### src/rtl/ea_pkg.sv
package ea_pkg;
    typedef enum logic [3:0] {
        M_IMM     = 4'd0,
        M_DIR     = 4'd1,
        M_IND     = 4'd2,
        M_REG     = 4'd3,
        M_RIND    = 4'd4,
        M_DISP    = 4'd5,
        M_REL     = 4'd6,
        M_IDXINC  = 4'd7,
        M_PREIDX  = 4'd8,
        M_POSTIDX = 4'd9
    } ea_mode_e;

    typedef enum logic [1:0] {
        S_IDLE      = 2'd0,
        S_FETCH_PTR = 2'd1,
        S_FETCH_OPND = 2'd2,
        S_FINISH    = 2'd3
    } ea_state_e;
endpackage

### src/rtl/ea_regfile.sv
module ea_regfile #(
    parameter int DW   = 16,
    parameter int NREG = 8,
    localparam int SW  = $clog2(NREG)
) (
    input  logic          clk,
    input  logic          rst_n,
    input  logic [SW-1:0] rd_sel,
    output logic [DW-1:0] rd_data,
    input  logic          wr_en,
    input  logic [SW-1:0] wr_sel,
    input  logic [DW-1:0] wr_data,
    input  logic          inc_en,
    input  logic [SW-1:0] inc_sel
);
    logic [DW-1:0] regs [NREG];

    for (genvar i = 0; i < NREG; i++) begin : g_entry
        always_ff @(posedge clk) begin
            if (!rst_n) begin
                regs[i] <= '0;
            end else if (inc_en && inc_sel == SW'(i)) begin
                regs[i] <= regs[i] + DW'(1);
            end else if (wr_en && wr_sel == SW'(i)) begin
                regs[i] <= wr_data;
            end
        end
    end

    assign rd_data = regs[rd_sel];


    inc_step_chk: assert property (@(posedge clk) disable iff (!rst_n)
        inc_en |=> (regs[$past(inc_sel)] == $past(regs[inc_sel]) + DW'(1)));
endmodule

### src/rtl/ea_addr_calc.sv
module ea_addr_calc
    import ea_pkg::*;
#(
    parameter int AW = 16
) (
    input  ea_mode_e      mode,
    input  logic [3:0]    mode_raw,
    input  logic [AW-1:0] field,
    input  logic [AW-1:0] rval,
    input  logic [AW-1:0] pc,
    output logic [AW-1:0] first_addr,
    output logic [1:0]    n_reads,
    output logic [AW-1:0] direct_val,
    output logic          bad,
    output logic          bump
);
    always_comb begin
        first_addr = '0;
        n_reads    = 2'd0;
        direct_val = '0;
        bad        = 1'b0;
        bump       = 1'b0;
        if (mode_raw > 4'd9) begin
            bad = 1'b1;
        end else begin
            unique case (mode)
                M_IMM:     direct_val = field;
                M_REG:     direct_val = rval;
                M_DIR:     begin first_addr = field;        n_reads = 2'd1; end
                M_RIND:    begin first_addr = rval;         n_reads = 2'd1; end
                M_DISP:    begin first_addr = field + rval; n_reads = 2'd1; end
                M_REL:     begin first_addr = field + pc;   n_reads = 2'd1; end
                M_IDXINC:  begin first_addr = field + rval; n_reads = 2'd1; bump = 1'b1; end
                M_IND:     begin first_addr = field;        n_reads = 2'd2; end
                M_POSTIDX: begin first_addr = field;        n_reads = 2'd2; end
                M_PREIDX:  begin first_addr = field + rval; n_reads = 2'd2; end
                default:   bad = 1'b1;
            endcase
        end
    end
endmodule

### src/rtl/ea_fsm.sv
module ea_fsm
    import ea_pkg::*;
#(
    parameter int AW = 16
) (
    input  logic          clk,
    input  logic          rst_n,
    input  logic          start,
    input  ea_mode_e      mode,
    input  logic [AW-1:0] rval,
    input  logic [AW-1:0] first_addr,
    input  logic [1:0]    n_reads,
    input  logic [AW-1:0] direct_val,
    input  logic          bad,
    input  logic          bump,
    output logic          inc_fire,
    output logic          mem_req,
    output logic [AW-1:0] mem_addr,
    input  logic          mem_ack,
    input  logic [AW-1:0] mem_rdata,
    output logic          done,
    output logic          error,
    output logic [AW-1:0] operand,
    output logic [AW-1:0] eff_addr
);
    ea_state_e     state, nxt;
    ea_mode_e      mode_q;
    logic [AW-1:0] rval_q, addr_q, op_q, ea_q;
    logic          err_q;
    logic          accept;

    assign accept = (state == S_IDLE) && start;

    always_ff @(posedge clk) begin
        if (!rst_n) state <= S_IDLE;
        else        state <= nxt;
    end

    always_comb begin
        nxt = state;
        unique case (state)
            S_IDLE: begin
                if (start) begin
                    if (bad || n_reads == 2'd0) nxt = S_FINISH;
                    else if (n_reads == 2'd2)   nxt = S_FETCH_PTR;
                    else                        nxt = S_FETCH_OPND;
                end
            end
            S_FETCH_PTR:  if (mem_ack) nxt = S_FETCH_OPND;
            S_FETCH_OPND: if (mem_ack) nxt = S_FINISH;
            S_FINISH:     nxt = S_IDLE;
            default:      nxt = S_IDLE;
        endcase
    end

    always_ff @(posedge clk) begin
        if (!rst_n) begin
            mode_q <= M_IMM;
            rval_q <= '0;
            addr_q <= '0;
            op_q   <= '0;
            ea_q   <= '0;
            err_q  <= 1'b0;
        end else begin
            unique case (state)
                S_IDLE: begin
                    if (start) begin
                        mode_q <= mode;
                        rval_q <= rval;
                        addr_q <= first_addr;
                        err_q  <= bad;
                        if (bad || n_reads == 2'd0) begin
                            op_q <= bad ? '0 : direct_val;
                            ea_q <= '0;
                        end
                    end
                end
                S_FETCH_PTR: begin
                    if (mem_ack)
                        addr_q <= mem_rdata + ((mode_q == M_POSTIDX) ? rval_q : '0);
                end
                S_FETCH_OPND: begin
                    if (mem_ack) begin
                        op_q <= mem_rdata;
                        ea_q <= addr_q;
                    end
                end
                default: ;
            endcase
        end
    end

    assign inc_fire = accept && bump && !bad;
    assign mem_req  = (state == S_FETCH_PTR) || (state == S_FETCH_OPND);
    assign mem_addr = addr_q;
    assign done     = (state == S_FINISH);
    assign error    = (state == S_FINISH) && err_q;
    assign operand  = op_q;
    assign eff_addr = ea_q;


    req_hold_chk: assert property (@(posedge clk) disable iff (!rst_n)
        (mem_req && !mem_ack) |=> mem_req);

    addr_stable_chk: assert property (@(posedge clk) disable iff (!rst_n)
        (mem_req && !mem_ack) |=> $stable(mem_addr));

    done_pulse_chk: assert property (@(posedge clk) disable iff (!rst_n)
        done |=> !done);

    err_no_read_chk: assert property (@(posedge clk) disable iff (!rst_n)
        $rose(error) |-> ($past(start) && !$past(mem_req)));
endmodule

### src/rtl/ea_gen.sv
module ea_gen
    import ea_pkg::*;
#(
    parameter int AW   = 16,
    parameter int NREG = 8,
    localparam int SW  = $clog2(NREG)
) (
    input  logic          clk,
    input  logic          rst_n,
    input  logic          start,
    input  logic [3:0]    mode,
    input  logic [AW-1:0] addr_field,
    input  logic [SW-1:0] reg_sel,
    input  logic [AW-1:0] pc,
    input  logic          rf_we,
    input  logic [SW-1:0] rf_wsel,
    input  logic [AW-1:0] rf_wdata,
    output logic          mem_req,
    output logic [AW-1:0] mem_addr,
    input  logic          mem_ack,
    input  logic [AW-1:0] mem_rdata,
    output logic          done,
    output logic          error,
    output logic [AW-1:0] operand,
    output logic [AW-1:0] eff_addr
);
    ea_mode_e      mode_e;
    logic [AW-1:0] rval, first_addr, direct_val;
    logic [1:0]    n_reads;
    logic          bad, bump, inc_fire;

    assign mode_e = ea_mode_e'(mode);

    ea_regfile #(.DW(AW), .NREG(NREG)) u_rf (
        .clk(clk), .rst_n(rst_n),
        .rd_sel(reg_sel), .rd_data(rval),
        .wr_en(rf_we), .wr_sel(rf_wsel), .wr_data(rf_wdata),
        .inc_en(inc_fire), .inc_sel(reg_sel)
    );

    ea_addr_calc #(.AW(AW)) u_calc (
        .mode(mode_e), .mode_raw(mode), .field(addr_field), .rval(rval), .pc(pc),
        .first_addr(first_addr), .n_reads(n_reads), .direct_val(direct_val),
        .bad(bad), .bump(bump)
    );

    ea_fsm #(.AW(AW)) u_fsm (
        .clk(clk), .rst_n(rst_n), .start(start), .mode(mode_e), .rval(rval),
        .first_addr(first_addr), .n_reads(n_reads), .direct_val(direct_val),
        .bad(bad), .bump(bump), .inc_fire(inc_fire),
        .mem_req(mem_req), .mem_addr(mem_addr), .mem_ack(mem_ack), .mem_rdata(mem_rdata),
        .done(done), .error(error), .operand(operand), .eff_addr(eff_addr)
    );
endmodule

### config.mk
export PLATFORM = sky130hd
export DESIGN_NAME = ea_gen
export DESIGN_NICKNAME = d
export VERILOG_FILES = /design/src/rtl/ea_pkg.sv /design/src/rtl/ea_regfile.sv /design/src/rtl/ea_addr_calc.sv /design/src/rtl/ea_fsm.sv /design/src/rtl/ea_gen.sv
export SDC_FILE = /design/constraint.sdc
export NUM_CORES = 1
export LEC_CHECK = 0
export ABC_AREA = 1
export BUFFER_PORTS_ARGS = -buffer_cell sky130_fd_sc_hd__buf_2
export CORE_UTILIZATION = 50
export CTS_BUF_LIST = sky130_fd_sc_hd__clkbuf_8 sky130_fd_sc_hd__clkbuf_16
export DETAILED_ROUTE_END_ITERATION = 6
export GPL_TIMING_DRIVEN = 1
export PLACE_DENSITY = 0.66
export SYNTH_ARGS = -nofsm -noshare
export SYNTH_HDL_FRONTEND = slang
export SYNTH_SLANG_ARGS = --single-unit
### constraint.sdc
create_clock -name clk -period 6.2 [get_ports clk]
set_clock_uncertainty 0.15 [all_clocks]
set_input_delay 0.62 -clock clk [delete_from_list [all_inputs] [get_ports clk]]
set_output_delay 0.62 -clock clk [all_outputs]
set_load 0.03 [all_outputs]
==> PnR_summary.wiki, run 1 <==
{| class="wikitable"
! Metric !! Value
|-
| Width of the chip || 168 um
|-
| Normalized max-slew margin || 28.8%
|-
| Yosys synthesis warning count || 0
|-
| Aggregate routed wire length || 49.4 mm
|-
| Most used flip-flop cell after synthesis || sky130_fd_sc_hd__edfxtp_1
|-
| Total power after layout || 4.26 mW
|-
| CTS Hold Bufs || 0
|-
| Drt initial violations || 1893
|-
| Level count of the clock H-tree || 4
|-
| Via count of the routed design || 13800
|-
| Worst-path fanout max || 35
|-
| Area of the die || 28300 sq um
|-
| Antenna violations before repair || 1
|-
| Fin Setup TNS || 0 ps
|-
| Clock edge transition at the registers on the reported setup and hold paths || 80 ps
|-
| FF+latch area || 5270 sq um
|-
| Synthesized Nets || 1960
|-
| Starting density of the core || 51.0%
|-
| Via count of the first global-routing pass || 12500
|-
| Pins Over Slew Limit || 0
|-
| Mean number of vias per cell || 6.05
|-
| Area added between synthesis and finish || 9.85%
|-
| Critical Path Source Type || flop
|-
| Length of the first detailed-routing pass in iterations || 6
|-
| Total gr overflow || 0
|-
| First-pass GRT wire length || 74.0 mm
|-
| Leading cell types by total area after synthesis || sky130_fd_sc_hd__edfxtp_1 (28%), sky130_fd_sc_hd__dfxtp_1 (10%), sky130_fd_sc_hd__nand2_1 (10%)
|-
| Data arrival, critical path || 4090 ps
|-
| Number of buffers between clock root and the deepest sink || 2
|-
| Final period utilization || 67.3%
|-
| Syn Inst Count || 1834
|-
| Measured slew at the worst slew-check pin || 1060 ps
|-
| PD cells || 281 nW/um^2
|-
| Combined area of the multi-input logic cells || 7360 sq um
|-
| Ratio of cells with drive above 1 in the final layout || 14.6%
|-
| Critical path type || flop to flop
|-
| Cell at the root of the clock tree || sky130_fd_sc_hd__clkbuf_16
|-
| RD Place Congestion || 0.967
|-
| # DRC || 0
|-
| Most area-hungry cell type in the Yosys netlist || sky130_fd_sc_hd__edfxtp_1
|-
| Final min period || 4170 ps
|-
| Number of setup buffers added after CTS || 0
|-
| HP Class || flop to flop
|-
| Final HPWL from detailed placement || 36.5 mm
|-
| Post-synth top area share || 27.9%
|-
| Sinks on the clock net || 199
|-
| Core area || 27000 sq um
|-
| Routed length per placed instance || 21.7 um
|-
| Syn avg cell area || 7.52 sq um
|-
| Quantity of gates resized following cts || 0
|-
| Post-layout nets || 2047
|-
| Post-synth ARST share || 0%
|-
| Largest net degree at the start of global routing || 43
|-
| Overall global routing resource usage || 34.9%
|-
| Post-synth design cell area || 13800 sq um
|-
| Latest clock arrival within the worst-skew pair || 450 ps
|-
| Sort of element at the end of the critical path || flop
|-
| RSZ-0062 raised after global routing || no
|-
| Post-synth cell types || 56
|-
| Number of enable flip-flop cells after synthesis || 128
|-
| Count of pins on the block boundary || 130
|-
| Static leakage || 6.51 nW
|-
| CP required || 6120 ps
|-
| Vertical extent of the die || 168 um
|-
| FILL cells || 2577
|-
| Max-capacitance violation count || 0
|-
| CTS buffer count || 17
|-
| Standard-cell row count || 60
|-
| Maximum resistive drop on vdd || 0.163 mV
|-
| Antenna fix cells || 0
|-
| Register bit total from synthesis || 199
|-
| Clock tree from TritonCTS || done
|-
| Maximum clock frequency || 240 MHz
|-
| Port Buffers || 129
|-
| Register area share after synthesis || 38.2%
|-
| Final setup violation count || 0
|-
| ANT nets after route || 0
|-
| Outcome || finished, final reports clean
|-
| Hold Vio Cnt, Final || 0
|}
-- cell families after synthesis --
kind of cell,count (synthesis),synth area share (%)
and+or+nand+nor,751,24.6
adders and majority gates,47,4.37
DFF,199,38.2
AOI/OAI and AO/OA,507,21.9
buffers and inverters,291,8.50
xor gates and xnor gates,39,2.48
-- state kept, by name (all words and copies together) (netlist names) --
signal and flops:
u_fsm.mode_q 4, u_fsm.state 2, u_fsm.operand 16, u_fsm.eff_addr 16, u_fsm.err_q 1, u_fsm.rval_q 16
u_fsm.mem_addr 16, u_rf.regs 128
-- final timing paths --
| kind | from | to | slack, ps | depth (start not counted) |
|---|---|---|---|---|
| min reg2reg | u_fsm.eff_addr[9] | u_fsm.eff_addr[9] | 310 | 2 |
| max reg2reg | u_fsm.state[0] | u_rf.regs[0][5] | 2030 | 9 |
| max | u_fsm.state[0] | u_rf.regs[0][5] | 2030 | 9 |
| min | u_fsm.eff_addr[9] | u_fsm.eff_addr[9] | 310 | 2 |
-- cells in the mapped netlist (all sizes together) (27+ instances only) --
master and count:
dfxtp 71, o21ai 158, o32ai 30, ha 45, nand3 138, nand2 389
inv 222, a21oi 171, buf 47, nor2 168, o22ai 79, edfxtp 128
xor2 27
-- where the power goes --
group,internal [mW],switching (mW)
combinational,0.369,1.02
clock,0.535,0.600
sequential,1.58,0.153
total,2.49,1.77
-- stage by stage --
| stage | hold WS (ps) | instances | setup WS, ps | utilization, % | cell area, sq um |
|---|---|---|---|---|---|
| 6_report | 313 | 2275 | 2030 | 56.1 | 15200 |
| 5_1_grt | 322 | 2275 | 1810 | 56.1 | 15200 |
| 4_1_cts | 308 | 2275 | 2090 | 56.1 | 15200 |
| 3_5_place_dp | 302 | 2243 | 1830 | 54.0 | 14600 |
| 3_3_place_gp | 300 | 2243 | 2010 | 54.0 | 14600 |
| 2_1_floorplan | 296 | 1834 | 2820 | - | 13800 |
-- metal layers --
metal | GRT usage, % | vias up | wire length, um
li1 | - | 6514 | -
met1 | 52.4 | 6360 | 22000
met2 | 49.2 | 784 | 20100
met3 | 7.36 | 98 | 5710
met4 | 11.7 | 0 | 1490
met5 | 0 | - | 0
-- critical path, cell delays in order, from the launching register on --
cell	delay (ps)
sky130_fd_sc_hd__dfxtp_1	370
sky130_fd_sc_hd__inv_1	100
sky130_fd_sc_hd__ha_1	290
sky130_fd_sc_hd__nand2_2	550
sky130_fd_sc_hd__inv_2	240
sky130_fd_sc_hd__nand2_4	270
sky130_fd_sc_hd__inv_2	100
sky130_fd_sc_hd__a31oi_1	190
sky130_fd_sc_hd__nand3_1	620
sky130_fd_sc_hd__nand2_1	890
-- cell usage in the layout, fill, tap and decap left out, types with 15 or more instances in the layout --
cell type | synthesis | layout
sky130_fd_sc_hd__ha_1 | 45 | 45
sky130_fd_sc_hd__nand2_1 | 376 | 376
sky130_fd_sc_hd__inv_2 | 15 | 15
sky130_fd_sc_hd__a21oi_1 | 170 | 170
sky130_fd_sc_hd__xor2_1 | 27 | 27
sky130_fd_sc_hd__inv_1 | 206 | 207
sky130_fd_sc_hd__nor2_1 | 135 | 135
sky130_fd_sc_hd__o21ai_0 | 137 | 137
sky130_fd_sc_hd__o32ai_1 | 30 | 30
sky130_fd_sc_hd__edfxtp_1 | 128 | 128
sky130_fd_sc_hd__o21ai_1 | 20 | 20
sky130_fd_sc_hd__nor3_2 | 16 | 16
sky130_fd_sc_hd__buf_2 | 29 | 129
sky130_fd_sc_hd__dfxtp_1 | 71 | 71
sky130_fd_sc_hd__o22ai_1 | 77 | 77
sky130_fd_sc_hd__nor2_2 | 29 | 29
sky130_fd_sc_hd__clkbuf_16 | 0 | 17
sky130_fd_sc_hd__nand3_1 | 132 | 132
-- final cells by class --
class	instances	share of cell area [%]
tap	341	2.82
sequential	199	34.7
timing repair buffer	137	4.66
inverter	222	5.52
clock buffer	17	2.81
clock inverter	15	0.908
multi-input combinational	1344	48.5
No activity file was read; power rests on OpenSTA's default activity.
==> run 2: changes to the inputs <==
--- a/config.mk
+++ b/config.mk
@@ -11,7 +11,7 @@
 export CTS_BUF_LIST = sky130_fd_sc_hd__clkbuf_8 sky130_fd_sc_hd__clkbuf_16
 export DETAILED_ROUTE_END_ITERATION = 6
 export GPL_TIMING_DRIVEN = 1
-export PLACE_DENSITY = 0.66
+export PLACE_DENSITY = 0.69
 export SYNTH_ARGS = -nofsm -noshare
 export SYNTH_HDL_FRONTEND = slang
 export SYNTH_SLANG_ARGS = --single-unit
==> constraint.sdc (replaced) <==
create_clock -name clk -period 3.4 [get_ports clk]
set_clock_uncertainty 0.15 [all_clocks]
set_input_delay 0.34 -clock clk [delete_from_list [all_inputs] [get_ports clk]]
set_output_delay 0.34 -clock clk [all_outputs]
set_load 0.03 [all_outputs]
==> run 2 against run 1 <==
Compared with the run above: combinational power is 94% higher; total power increased by 88%; worst setup slack got worse by 1900 ps; first-iteration DRC count is 12% higher; die area is the same; worst hold slack worse by 290 ps; sequential power increased by 82%; register-to-register slack got worse by 1900 ps; utilization rose by 2.6 points.
==> PnR_summary.wiki, run 2 (synthesis gave the netlist of run 1 again) <==
{| class="wikitable"
! Metric !! Value
|-
| Antenna violations before repair || 0
|-
| Overall global routing resource usage || 35.1%
|-
| Core area || 27000 sq um
|-
| Biggest register || u_rf.regs
|-
| ANT nets after route || 0
|-
| Antenna fix cells || 0
|-
| Latest clock arrival within the worst-skew pair || 460 ps
|-
| Max-capacitance violation count || 0
|-
| RD Place Congestion || 1.02
|-
| Vertical extent of the die || 168 um
|-
| Outcome || finished, final reports clean
|-
| RSZ-0062 raised after global routing || no
|-
| Sinks on the clock net || 199
|-
| Measured slew at the worst slew-check pin || 792 ps
|-
| Level count of the clock H-tree || 4
|-
| Number of buffers between clock root and the deepest sink || 2
|-
| Critical path type || flop to flop
|-
| Hold Vio Cnt, Final || 0
|-
| Port Buffers || 129
|-
| Drt initial violations || 2112
|-
| Final min period || 3230 ps
|-
| Ratio of cells with drive above 1 in the final layout || 18.0%
|-
| First-pass GRT wire length || 74.8 mm
|-
| Final std cells w/o fill || 2354
|-
| Clock edge transition at the registers on the reported setup and hold paths || 90 ps
|-
| Pins Over Slew Limit || 0
|-
| Starting density of the core || 51.0%
|-
| Worst-path fanout max || 5
|-
| Area of the die || 28300 sq um
|-
| Cell at the root of the clock tree || sky130_fd_sc_hd__clkbuf_16
|-
| Sort of element at the end of the critical path || flop
|-
| Largest net degree at the start of global routing || 43
|-
| # DRC || 0
|-
| HP Class || primary input to flop
|-
| Most frequent cells in the layout || sky130_fd_sc_hd__nand2_1 (376), sky130_fd_sc_hd__inv_1 (205), sky130_fd_sc_hd__a21oi_1 (170)
|-
| Mean number of vias per cell || 6.09
|-
| Count of pins on the block boundary || 130
|-
| PD cells || 505 nW/um^2
|-
| CP required || 3640 ps
|-
| Routed length per placed instance || 21.0 um
|-
| Via count of the first global-routing pass || 12600
|-
| Final setup violation count || 0
|-
| Clock tree from TritonCTS || done
|-
| Worst slack at placement || -43.3 ps
|-
| CTS Hold Bufs || 0
|-
| Most frequent standard cell in the layout excluding fill and tap cells || sky130_fd_sc_hd__nand2_1
|-
| Normalized max-slew margin || 47.1%
|-
| Maximum resistive drop on vdd || 0.341 mV
|-
| Hold slack || 26.8 ps
|-
| Setup WS post-layout || 167 ps
|-
| Final HPWL from detailed placement || 37.3 mm
|-
| Data arrival, critical path || 3480 ps
|-
| Width of the chip || 168 um
|-
| Final period utilization || 95.1%
|-
| Fin Setup TNS || 0 ps
|-
| Length of the first detailed-routing pass in iterations || 7
|-
| Critical Path Source Type || flop
|-
| Cells after DPL || 2320
|-
| Static leakage || 6.92 nW
|-
| Core occupancy in the finished layout || 58.6%
|-
| Max FFs per register || 128
|-
| Via count of the routed design || 14300
|-
| CTS buffer count || 17
|-
| Standard-cell row count || 60
|-
| Area added between synthesis and finish || 14.9%
|-
| Aggregate routed wire length || 49.4 mm
|-
| Total gr overflow || 0
|-
| Post-layout nets || 2126
|-
| Maximum clock frequency || 309 MHz
|}
## run 2: cell count changes in the layout (fill, tap and decap cells not counted), sizes merged
| cell | change |
|---|---|
| buf | +79 |
| clkinv | +7 |
| inv | -5 |
| clkinvlp | -2 |
## run 2: layout make-up
cell class	count	area, sq um
multi-input cells	1344	7360
clock buffers	17	425
fillers	2460	11200
flip-flops and latches	199	5270
clock inverters	15	185
well taps	341	427
repair buffers	216	1350
inverters	222	836
## run 2: layer usage
metal	share of wire, %	up-vias	GRT usage [%]	wire length, um
met4	3.4	2	13.0	1680
met5	0.047	-	0	23
met1	44	6663	53.4	21800
met3	12	119	7.73	6050
li1	-	6676	-	-
met2	40	877	48.0	19900
## run 2: metrics by stage
stage               cell area, sq um  total power, mW
global placement               15200             5.78
detailed placement             15200             5.79
global route                   15800             8.33
floorplan                      13800             4.82
finish                         15800             8.00
CTS                            15800             7.91
## run 2: final timing paths
path,from,endpoint,slack [ps],cells past startpoint
min reg2reg,u_fsm.eff_addr[4],u_fsm.eff_addr[4],310,2
min,mode[2],u_fsm.mode_q[2],30,3
max reg2reg,u_rf.regs[7][6],u_fsm.mem_addr[9],170,18
max,u_rf.regs[7][6],u_fsm.mem_addr[9],170,18
## run 2: report_power, final
part	total (mW)	internal (mW)	leakage, nW	switching, mW
clock	2.15	1.01	0.296	1.15
combinational	2.69	0.802	4.71	1.89
sequential	3.16	2.89	1.91	0.269
## run 2: critical path: stages, from the launching register on
cell,delay [ps]
sky130_fd_sc_hd__edfxtp_1,520
sky130_fd_sc_hd__o22ai_1,290
sky130_fd_sc_hd__a21oi_1,80
sky130_fd_sc_hd__o211ai_1,140
sky130_fd_sc_hd__o31ai_2,160
sky130_fd_sc_hd__nand2_1,120
sky130_fd_sc_hd__nand2_1,60
sky130_fd_sc_hd__ha_1,320
sky130_fd_sc_hd__a21o_1,190
sky130_fd_sc_hd__a21oi_1,120
sky130_fd_sc_hd__nand2_1,130
sky130_fd_sc_hd__nand2_1,80
sky130_fd_sc_hd__nand2_1,70
sky130_fd_sc_hd__a21oi_1,120
sky130_fd_sc_hd__o21ai_0,100
sky130_fd_sc_hd__buf_4,150
sky130_fd_sc_hd__nand3_1,150
sky130_fd_sc_hd__nand2_1,90
sky130_fd_sc_hd__a21oi_1,140
## run 2: repair_timing
action	CTS	global route
endpoints found under the hold margin	0	0
setup endpoints to repair	0	1
setup buffers	0	2
gates resized for setup	0	2
